`src/rtl/ircg_pkg.sv`:
```
package ircg_pkg;

   // Output behaviour selected by the mode input.
   typedef enum logic {
      IRCG_LEVEL   = 1'b0,
      IRCG_CARRIER = 1'b1
   } ircg_mode_e;

   // Divider base encoding.
   typedef enum logic {
      IRCG_BASE_TWO   = 1'b0,
      IRCG_BASE_THREE = 1'b1
   } ircg_base_e;

   // Counter width large enough for the largest ratio 3 * 2^(2^exp_w - 1).
   function automatic int ircg_cnt_width(input int exp_w);
      int max_ratio;
      max_ratio = 3 << ((1 << exp_w) - 1);
      return $clog2(max_ratio);
   endfunction

endpackage

```
`src/rtl/ircg_cfg_hold.sv`:
```
module ircg_cfg_hold #(
   parameter int EXP_W = 2
) (
   input  logic             clk,
   input  logic             rst_n,
   input  logic             load,
   input  logic             base3_in,
   input  logic [EXP_W-1:0] exp_in,
   input  logic             third_in,
   output logic             base3_q,
   output logic [EXP_W-1:0] exp_q,
   output logic             third_q
);

   // Active divider settings; refreshed only when the caller allows it.
   always_ff @(posedge clk or negedge rst_n) begin
      if (!rst_n) begin
         base3_q <= 1'b0;
         exp_q   <= '0;
         third_q <= 1'b0;
      end else if (load) begin
         base3_q <= base3_in;
         exp_q   <= exp_in;
         third_q <= third_in;
      end
   end

endmodule

```
`src/rtl/ircg_period_ctr.sv`:
```
module ircg_period_ctr #(
   parameter int CNT_W = 5
) (
   input  logic             clk,
   input  logic             rst_n,
   input  logic             run,
   input  logic             wrap,
   output logic [CNT_W-1:0] cnt_q
);

   // Phase within the current carrier period; parked at zero when idle.
   always_ff @(posedge clk or negedge rst_n) begin
      if (!rst_n) begin
         cnt_q <= '0;
      end else if (!run || wrap) begin
         cnt_q <= '0;
      end else begin
         cnt_q <= cnt_q + CNT_W'(1);
      end
   end

endmodule

```
`src/rtl/ircg_duty_cmp.sv`:
```
module ircg_duty_cmp #(
   parameter int EXP_W = 2,
   parameter int CNT_W = 5
) (
   input  logic             base3,
   input  logic [EXP_W-1:0] exp_sel,
   input  logic             third,
   input  logic [CNT_W-1:0] cnt,
   output logic [CNT_W-1:0] last_phase,
   output logic             phase_high
);

   localparam int NUM_EXP = 1 << EXP_W;

   logic [CNT_W-1:0] last2_tbl  [NUM_EXP];
   logic [CNT_W-1:0] last3_tbl  [NUM_EXP];
   logic [CNT_W-1:0] hi2_tbl    [NUM_EXP];
   logic [CNT_W-1:0] hi3t_tbl   [NUM_EXP];
   logic [CNT_W-1:0] hi3h_tbl   [NUM_EXP];

   // One set of constants per exponent value.
   for (genvar gi = 0; gi < NUM_EXP; gi++) begin : g_exp
      localparam int LAST2 = (2 << gi) - 1;
      localparam int LAST3 = (3 << gi) - 1;
      localparam int HI2   = 1 << gi;
      localparam int HI3T  = 1 << gi;
      // ratio 3 has no symmetric option, so its half setting falls back to 1/3
      localparam int HI3H  = (gi == 0) ? 1 : (3 << (gi - 1));
      assign last2_tbl[gi] = CNT_W'(LAST2);
      assign last3_tbl[gi] = CNT_W'(LAST3);
      assign hi2_tbl[gi]   = CNT_W'(HI2);
      assign hi3t_tbl[gi]  = CNT_W'(HI3T);
      assign hi3h_tbl[gi]  = CNT_W'(HI3H);
   end

   logic [CNT_W-1:0] hi_len;

   always_comb begin
      if (base3) begin
         last_phase = last3_tbl[exp_sel];
         hi_len     = third ? hi3t_tbl[exp_sel] : hi3h_tbl[exp_sel];
      end else begin
         last_phase = last2_tbl[exp_sel];
         hi_len     = hi2_tbl[exp_sel];
      end
   end

   assign phase_high = (cnt < hi_len);

endmodule

```
`src/rtl/ircg_carrier_gen.sv`:
```
module ircg_carrier_gen #(
   parameter int EXP_W = 2
) (
   input  logic             clk,
   input  logic             rst_n,
   input  logic             div_base3,
   input  logic [EXP_W-1:0] div_exp,
   input  logic             duty_third,
   input  logic             carrier_mode,
   input  logic             data_en,
   output logic             pin_out
);

   import ircg_pkg::*;

   localparam int CNT_W = ircg_cnt_width(EXP_W);

   if (EXP_W < 1 || EXP_W > 3) begin : g_bad_exp_w
      $error("ircg_carrier_gen: EXP_W must lie in 1..3");
   end

   ircg_mode_e       mode;
   logic             run;
   logic             wrap;
   logic             load;
   logic             act_base3;
   logic [EXP_W-1:0] act_exp;
   logic             act_third;
   logic [CNT_W-1:0] cnt_q;
   logic [CNT_W-1:0] last_phase;
   logic             phase_high;

   assign mode = ircg_mode_e'(carrier_mode);
   assign run  = rst_n && (mode == IRCG_CARRIER) && data_en;
   assign wrap = run && (cnt_q == last_phase);
   assign load = !run || wrap;

   ircg_cfg_hold #(.EXP_W(EXP_W)) cfg_i (
      .clk      (clk),
      .rst_n    (rst_n),
      .load     (load),
      .base3_in (div_base3),
      .exp_in   (div_exp),
      .third_in (duty_third),
      .base3_q  (act_base3),
      .exp_q    (act_exp),
      .third_q  (act_third)
   );

   ircg_period_ctr #(.CNT_W(CNT_W)) ctr_i (
      .clk   (clk),
      .rst_n (rst_n),
      .run   (run),
      .wrap  (wrap),
      .cnt_q (cnt_q)
   );

   ircg_duty_cmp #(.EXP_W(EXP_W), .CNT_W(CNT_W)) cmp_i (
      .base3      (act_base3),
      .exp_sel    (act_exp),
      .third      (act_third),
      .cnt        (cnt_q),
      .last_phase (last_phase),
      .phase_high (phase_high)
   );

   assign pin_out = (mode == IRCG_CARRIER) ? (run && phase_high) : data_en;

endmodule

```
`config.mk`:
```
export PLATFORM = sky130hd
export DESIGN_NAME = ircg_carrier_gen
export DESIGN_NICKNAME = d
export VERILOG_FILES = /design/src/rtl/ircg_pkg.sv /design/src/rtl/ircg_cfg_hold.sv /design/src/rtl/ircg_period_ctr.sv /design/src/rtl/ircg_duty_cmp.sv /design/src/rtl/ircg_carrier_gen.sv
export SDC_FILE = /design/constraint.sdc
export NUM_CORES = 1
export LEC_CHECK = 0
export ABC_AREA = 1
export BUFFER_PORTS_ARGS = -buffer_cell sky130_fd_sc_hd__clkbuf_2
export CAP_MARGIN = 20
export CORE_MARGIN = 1
export CORE_UTILIZATION = 45
export DETAILED_ROUTE_END_ITERATION = 16
export HOLD_SLACK_MARGIN = 0.12
export SLEW_MARGIN = 20
export SYNTH_ARGS = -nofsm -noshare
export SYNTH_HDL_FRONTEND = slang
export SYNTH_SLANG_ARGS = --single-unit
```
`constraint.sdc`:
```
create_clock -name clk -period 4.06 [get_ports clk]
set_input_delay 1.218 -clock clk [delete_from_list [all_inputs] [get_ports clk]]
set_output_delay 1.218 -clock clk [all_outputs]
set_load 0.005 [all_outputs]
```
==> results of run 1 <==
-- sequential cells by signal (all words and copies together), names as in the netlist --
register / flops
ctr_i.cnt_q: 5
cfg_i.third_q: 1
cfg_i.exp_q: 2
cfg_i.base3_q: 1
-- logic make-up after synthesis --
family	Yosys count	synth area share [%]
compound gates	3	2.43
xor+xnor	3	3.64
mux	1	1.39
buf+inv	13	8.15
fa+ha+maj	8	13.9
flops	9	31.2
simple gates	64	39.3
-- placed cells by master (no fill, tap or decap), types with 2 or more instances in the layout --
cell,count
nand2_1,34
nand3_1,12
inv_1,11
nor2_1,9
dfrtp_1,9
ha_1,8
clkbuf_2,8
nand2_2,3
clkbuf_4,3
xor2_1,2
nor2_2,2
nand4_1,2
-- how the worst min path moves through the flow --
stage	start	to	slack [ns]
floorplan	ctr_i.cnt_q[0]	ctr_i.cnt_q[0]	0.47
global placement	ctr_i.cnt_q[0]	ctr_i.cnt_q[0]	0.52
detailed placement	ctr_i.cnt_q[0]	ctr_i.cnt_q[0]	0.52
CTS	ctr_i.cnt_q[0]	ctr_i.cnt_q[0]	0.53
global route	ctr_i.cnt_q[0]	ctr_i.cnt_q[0]	0.57
finish	ctr_i.cnt_q[0]	ctr_i.cnt_q[0]	0.53
-- worst reg2reg max path, cell delays in order (launching register included) --
cell,delay (ns)
dfrtp_1,0.46
inv_1,0.12
ha_1,0.25
nand2_1,0.08
nand2_1,0.05
nand2_1,0.06
nand2_1,0.06
nor2_2,0.11
nand2_2,0.11
nand2_4,0.12
nand2_1,0.08
nand2_1,0.07
-- report_power, final --
| group | internal (W) | switching (W) |
|---|---|---|
| Sequential | 0.0000933 | 0.00000664 |
| Clock | 0.0000376 | 0.0000269 |
| Combinational | 0.0000183 | 0.0000258 |
| Total | 0.000149 | 0.0000593 |
-- stage by stage --
step	util, %	std cells
final	52.9	128
after global routing	52.9	128
after CTS	52.9	128
after detailed placement	51.2	124
after global placement	51.2	124
after floorplan	-	101
-- layer usage --
layer  share of wire, %  track usage, %  vias to the layer above
met5                  0               0                        -
li1                   -               -                      339
met1                 47            23.5                      285
met4                  0            9.38                        0
met2                 52            33.1                        5
met3               0.57            2.59                        0
-- area by class of cell --
type	count	area, um^2
multi-input combinational	79	438
inverter	12	47.5
clock buffer	4	26.3
fill	148	709
sequential	9	225
tap	16	20.0
timing repair buffer	8	40.0
==> metrics.cfg, run 1 <==
[clock_tree]
worstSkewPairLatency_ns = 0.25
cts.clk_slew.worst_paths_ns = 0.05
hold_buffers = 0
max-clock-path-buffers = 2
tritoncts = done
ctsRootBufferMaster = clkbuf_4
cts_buffers = 3
post_cts_buffers = 0
cts.sinks = 9
cts_max_level = 1
ctsResizeCount = 0

[worst_setup_path]
worstSetupEndpointType = output pin
critPathLaunchType = input pin
crit_arrival_ns = 2.19
r2r_end = cfg_i.exp_q[0]
crit_type = in -> out
cp-startpoint = rst_n
crit_cells = 6
cp_top_family = simple AND/OR/NAND/NOR gates
slowest_delay_ns = 0.36
cp_cell_sequence = clkbuf_2, nand2_1, nor2_1, nand4_1, nand2_1, clkbuf_2
required_ns = 2.84
critPathBufInv = 2
timing.critical_path.to = pin_out
r2r-start = cfg_i.exp_q[1]
r2r_setup_slack_ns = 2.42
critPathMaxFanout = 10
r2r_cells = 11
worst_path_max_delay_cell = nor2_1

[timing]
hold_viol_final = 0
clock_skew_ns = 0.000178
period_minus_slack_ns = 3.41
fmax_ghz = 0.293
fin_ws_ns = 0.647
finalSetupViolCount = 0
fin_hold_ws_ns = 0.525
period_share_pct = 84.1
rsz0062_at_grt = no
setup_tns_ns = 0
tightest_slew_ns = 0.456
final_max_slew_viol_count = 0
max_slew_margin_pct = 69.5

[grt]
gr-total-overflow = 0
grtUsageTotal_pct = 19.2
grt_max_degree = 11
antenna_found_initial = 0
grt_pass1_vias = 610
grt_pass1_wl_um = 2550

[route]
route.vias.total = 629
finalWirelength_um = 1400
drc = 0
viasPerCell = 4.91
first_pass_iters = 4
drt_iter0_markers = 7
wire_per_inst_um = 10.9
detail-route-antenna-nets = 0

[logic_synthesis]
ys_seq_area_share_pct = 31.2
synth.distinct_cells = 19
synth-edff-count = 0
ys_ff_latch = 9
synth_top_area_share_pct = 31.2
netlist_instances = 101
ys_warn_count = 0
yosysTopAreaCell = dfrtp_1
synth_common_cells = nand2_1, nand3_1, inv_1
ys.flop_type = dfrtp_1
syn_area_um2 = 722
postSynthAreaPerCell_um2 = 7.15
synth_most_common_cell = nand2_1
synthArstFlopShare_pct = 100
yosys-top-cells-area = dfrtp_1, nand2_1, ha_1
synth.net_count = 117

[finish]
nets = 129
fin_area_um2 = 797
diodes = 0
area_growth_pct = 10.4
drive_gt1_share_pct = 16.1

[die]
fp.dieW_um = 42.1
core_area_um2 = 1510
die_h_um = 42.1
start_util_pct = 47.9
io_pins = 9
std_cell_rows = 14
die_area_um2 = 1770

[run_status]
status = complete, no violations

[place]
place_congestion = 0.788
preCtsSetupSlack_ns = 0.611
numPortBuffers = 8
dp_hpwl_um = 1180
place_area_um2 = 771

[pwr]
leakage_nw = 0.432
p_total_w = 0.000209
power_per_cell_area_nw_per_um2 = 262
vdd_ir_drop_max_mv = 0.176

[run]
drv_cap = 0

[worst_hold_path]
whs_path_depth = 1
hp-class = reg -> reg

Note: power is estimated with default switching activity, not from simulation.
==> run 2: changes to the inputs <==
==> constraint.sdc (replaced) <==
create_clock -name clk -period 3.25 [get_ports clk]
set_input_delay 0.975 -clock clk [delete_from_list [all_inputs] [get_ports clk]]
set_output_delay 0.975 -clock clk [all_outputs]
set_load 0.005 [all_outputs]
==> metrics.cfg, run 2 (same netlist as run 1, synthesis figures left out) <==
[route]
drt_iter0_markers = 11  ; was 7
detail-route-antenna-nets = 0  ; unchanged
wire_per_inst_um = 10.8  ; was 10.9 um
drc = 0  ; unchanged
viasPerCell = 5.04  ; was 4.91
finalWirelength_um = 1400  ; about the same
first_pass_iters = 4  ; unchanged
route.vias.total = 650  ; was 629

[grt]
gr-total-overflow = 0  ; unchanged
grt_pass1_vias = 629  ; was 610
grt_max_degree = 11  ; unchanged
grt_pass1_wl_um = 2550  ; about the same
grtUsageTotal_pct = 18.9  ; was 19.2%
antenna_found_initial = 0  ; unchanged

[place]
preCtsSetupSlack_ns = 0.477  ; was 0.611 ns
place_inst = 125  ; was 124
numPortBuffers = 8  ; unchanged
place_area_um2 = 778  ; was 771 um^2
dp_hpwl_um = 1120  ; was 1180 um
place_congestion = 0.823  ; was 0.788

[die]
io_pins = 9  ; unchanged
die_h_um = 42.1  ; unchanged
start_util_pct = 47.9  ; unchanged
die_area_um2 = 1770  ; unchanged
std_cell_rows = 14  ; unchanged
fp.dieW_um = 42.1  ; unchanged
core_area_um2 = 1510  ; unchanged

[pwr]
power_frac_comb_pct = 20.4  ; was 21.1%
leakage_nw = 0.437  ; was 0.432 nW
power_per_cell_area_nw_per_um2 = 333  ; was 262 nW/um^2
pwr-share-clk_pct = 33.0  ; was 30.9%
p_sw_share_pct = 30.1  ; was 28.5%
power_switching_w = 0.0000807  ; was 0.0000593 W
seq_power_share_pct = 46.6  ; was 47.9%
p_total_w = 0.000268  ; was 0.000209 W
vdd_ir_drop_max_mv = 0.236  ; was 0.176 mV
p_int_w = 0.000187  ; was 0.000149 W

[finish]
fin_area_um2 = 805  ; was 797 um^2
area_growth_pct = 11.4  ; was 10.4%
top_regs = ctr_i.cnt_q (5), cfg_i.exp_q (2)  ; unchanged
final_cells = 129  ; was 128
multiInputGateArea_um2 = 438  ; unchanged
ff_latch_area_um2 = 225  ; unchanged
final_cell_mix = nand2_1, nand3_1, inv_1, nor2_1, dfrtp_1  ; unchanged
largest-register = ctr_i.cnt_q  ; unchanged
nets = 130  ; was 129
largest_reg_flops = 5  ; unchanged
drive_gt1_share_pct = 16.8  ; was 16.1%
nFillCells = 167  ; was 148
diodes = 0  ; unchanged
layout_commonest_cell = nand2_1  ; unchanged

[timing]
period_minus_slack_ns = 3.06
tightest_slew_ns = 0.341  ; was 0.456 ns
hold_viol_final = 0  ; unchanged
fin_ws_ns = 0.195  ; was 0.647 ns
period_share_pct = 94.0
finalSetupViolCount = 0  ; unchanged
clock_skew_ns = 0.00154  ; was 0.000178 ns
max_slew_margin_pct = 77.3  ; was 69.5%
fmax_ghz = 0.327
final_max_slew_viol_count = 0  ; unchanged
rsz0062_at_grt = no  ; unchanged
setup_tns_ns = 0  ; unchanged

[clock_tree]
cts_max_level = 1  ; unchanged
max-clock-path-buffers = 2  ; unchanged
ctsRootBufferMaster = clkbuf_4  ; unchanged
cts.sinks = 9  ; unchanged
cts.clk_slew.worst_paths_ns = 0.06  ; was 0.05 ns
cts_buffers = 3  ; unchanged
post_cts_buffers = 0  ; unchanged
tritoncts = done  ; unchanged
ctsResizeCount = 0  ; unchanged
hold_buffers = 0  ; unchanged
worstSkewPairLatency_ns = 0.26  ; was 0.25 ns

[worst_setup_path]
crit_arrival_ns = 2.08  ; was 2.19 ns
critPathMaxFanout = 10  ; unchanged
crit_type = reg -> out  ; was in -> out
required_ns = 2.27  ; was 2.84 ns
critPathLaunchType = register  ; was input pin
worstSetupEndpointType = output pin  ; unchanged
r2r_cells = 11  ; unchanged

[run_status]
status = complete, no violations  ; unchanged

[worst_hold_path]
whs_path_depth = 1  ; unchanged
hp-class = reg -> reg  ; unchanged

[run]
drv_cap = 0  ; unchanged

[run 2: changes by cell type in the layout (fill, tap and decap cells not counted)]
cell,change
buf_4,+1
[run 2: through the flow]
| step | util (%) | hold slack (ns) |
|---|---|---|
| after floorplan | - | 0.470 |
| after global placement | 51.7 | 0.516 |
| after detailed placement | 51.7 | 0.518 |
| after CTS | 53.4 | 0.527 |
| after global routing | 53.4 | 0.533 |
| final | 53.4 | 0.529 |
[run 2: path summary, 6_finish.rpt]
kind | startpoint | end | slack [ns]
setup / recovery | cfg_i.base3_q | pin_out | 0.19
hold / removal | ctr_i.cnt_q[0] | ctr_i.cnt_q[0] | 0.53
setup reg to reg | cfg_i.exp_q[1] | cfg_i.base3_q | 1.66
hold reg to reg | ctr_i.cnt_q[0] | ctr_i.cnt_q[0] | 0.53
max in group asynchronous | rst_n | ctr_i.cnt_q[4] | 2.48
min in group asynchronous | rst_n | ctr_i.cnt_q[0] | 0.57
[run 2: worst max-delay path, stage by stage (launching register included)]
cell and delay [ns]:
dfrtp_1 0.54, inv_4 0.09, nor2_1 0.21, nand2_1 0.10
nand2_1 0.07, inv_1 0.04, ha_1 0.28, a21oi_1 0.12
nand3b_1 0.11, nand4_1 0.09, nand2_1 0.06, clkbuf_2 0.10
[run 2: layout make-up]
type	instances	area share, %
Timing Repair Buffer	9	5.91
Sequential cell	9	28.0
Multi-Input combinational cell	79	54.4
Inverter	12	5.91
Clock buffer	4	3.27
Tap cell	16	2.49
[run 2: power groups by stage]
stage / Combinational [W] / Clock [W] / Sequential [W]
5_1_grt: 0.0000637 / 0.0000952 / 0.000125
6_report: 0.0000547 / 0.0000884 / 0.000125
4_1_cts: 0.0000556 / 0.0000903 / 0.000125
2_1_floorplan: 0.0000443 / 0 / 0.000122
3_5_place_dp: 0.0000555 / 0 / 0.000127
3_3_place_gp: 0.0000549 / 0 / 0.000127
[run 2: routing by layer]
layer	global-route usage [%]	share of wire, %
met5	0	0
met3	2.59	3.1
met2	31.3	46
met4	13.8	3.9
met1	22.2	47
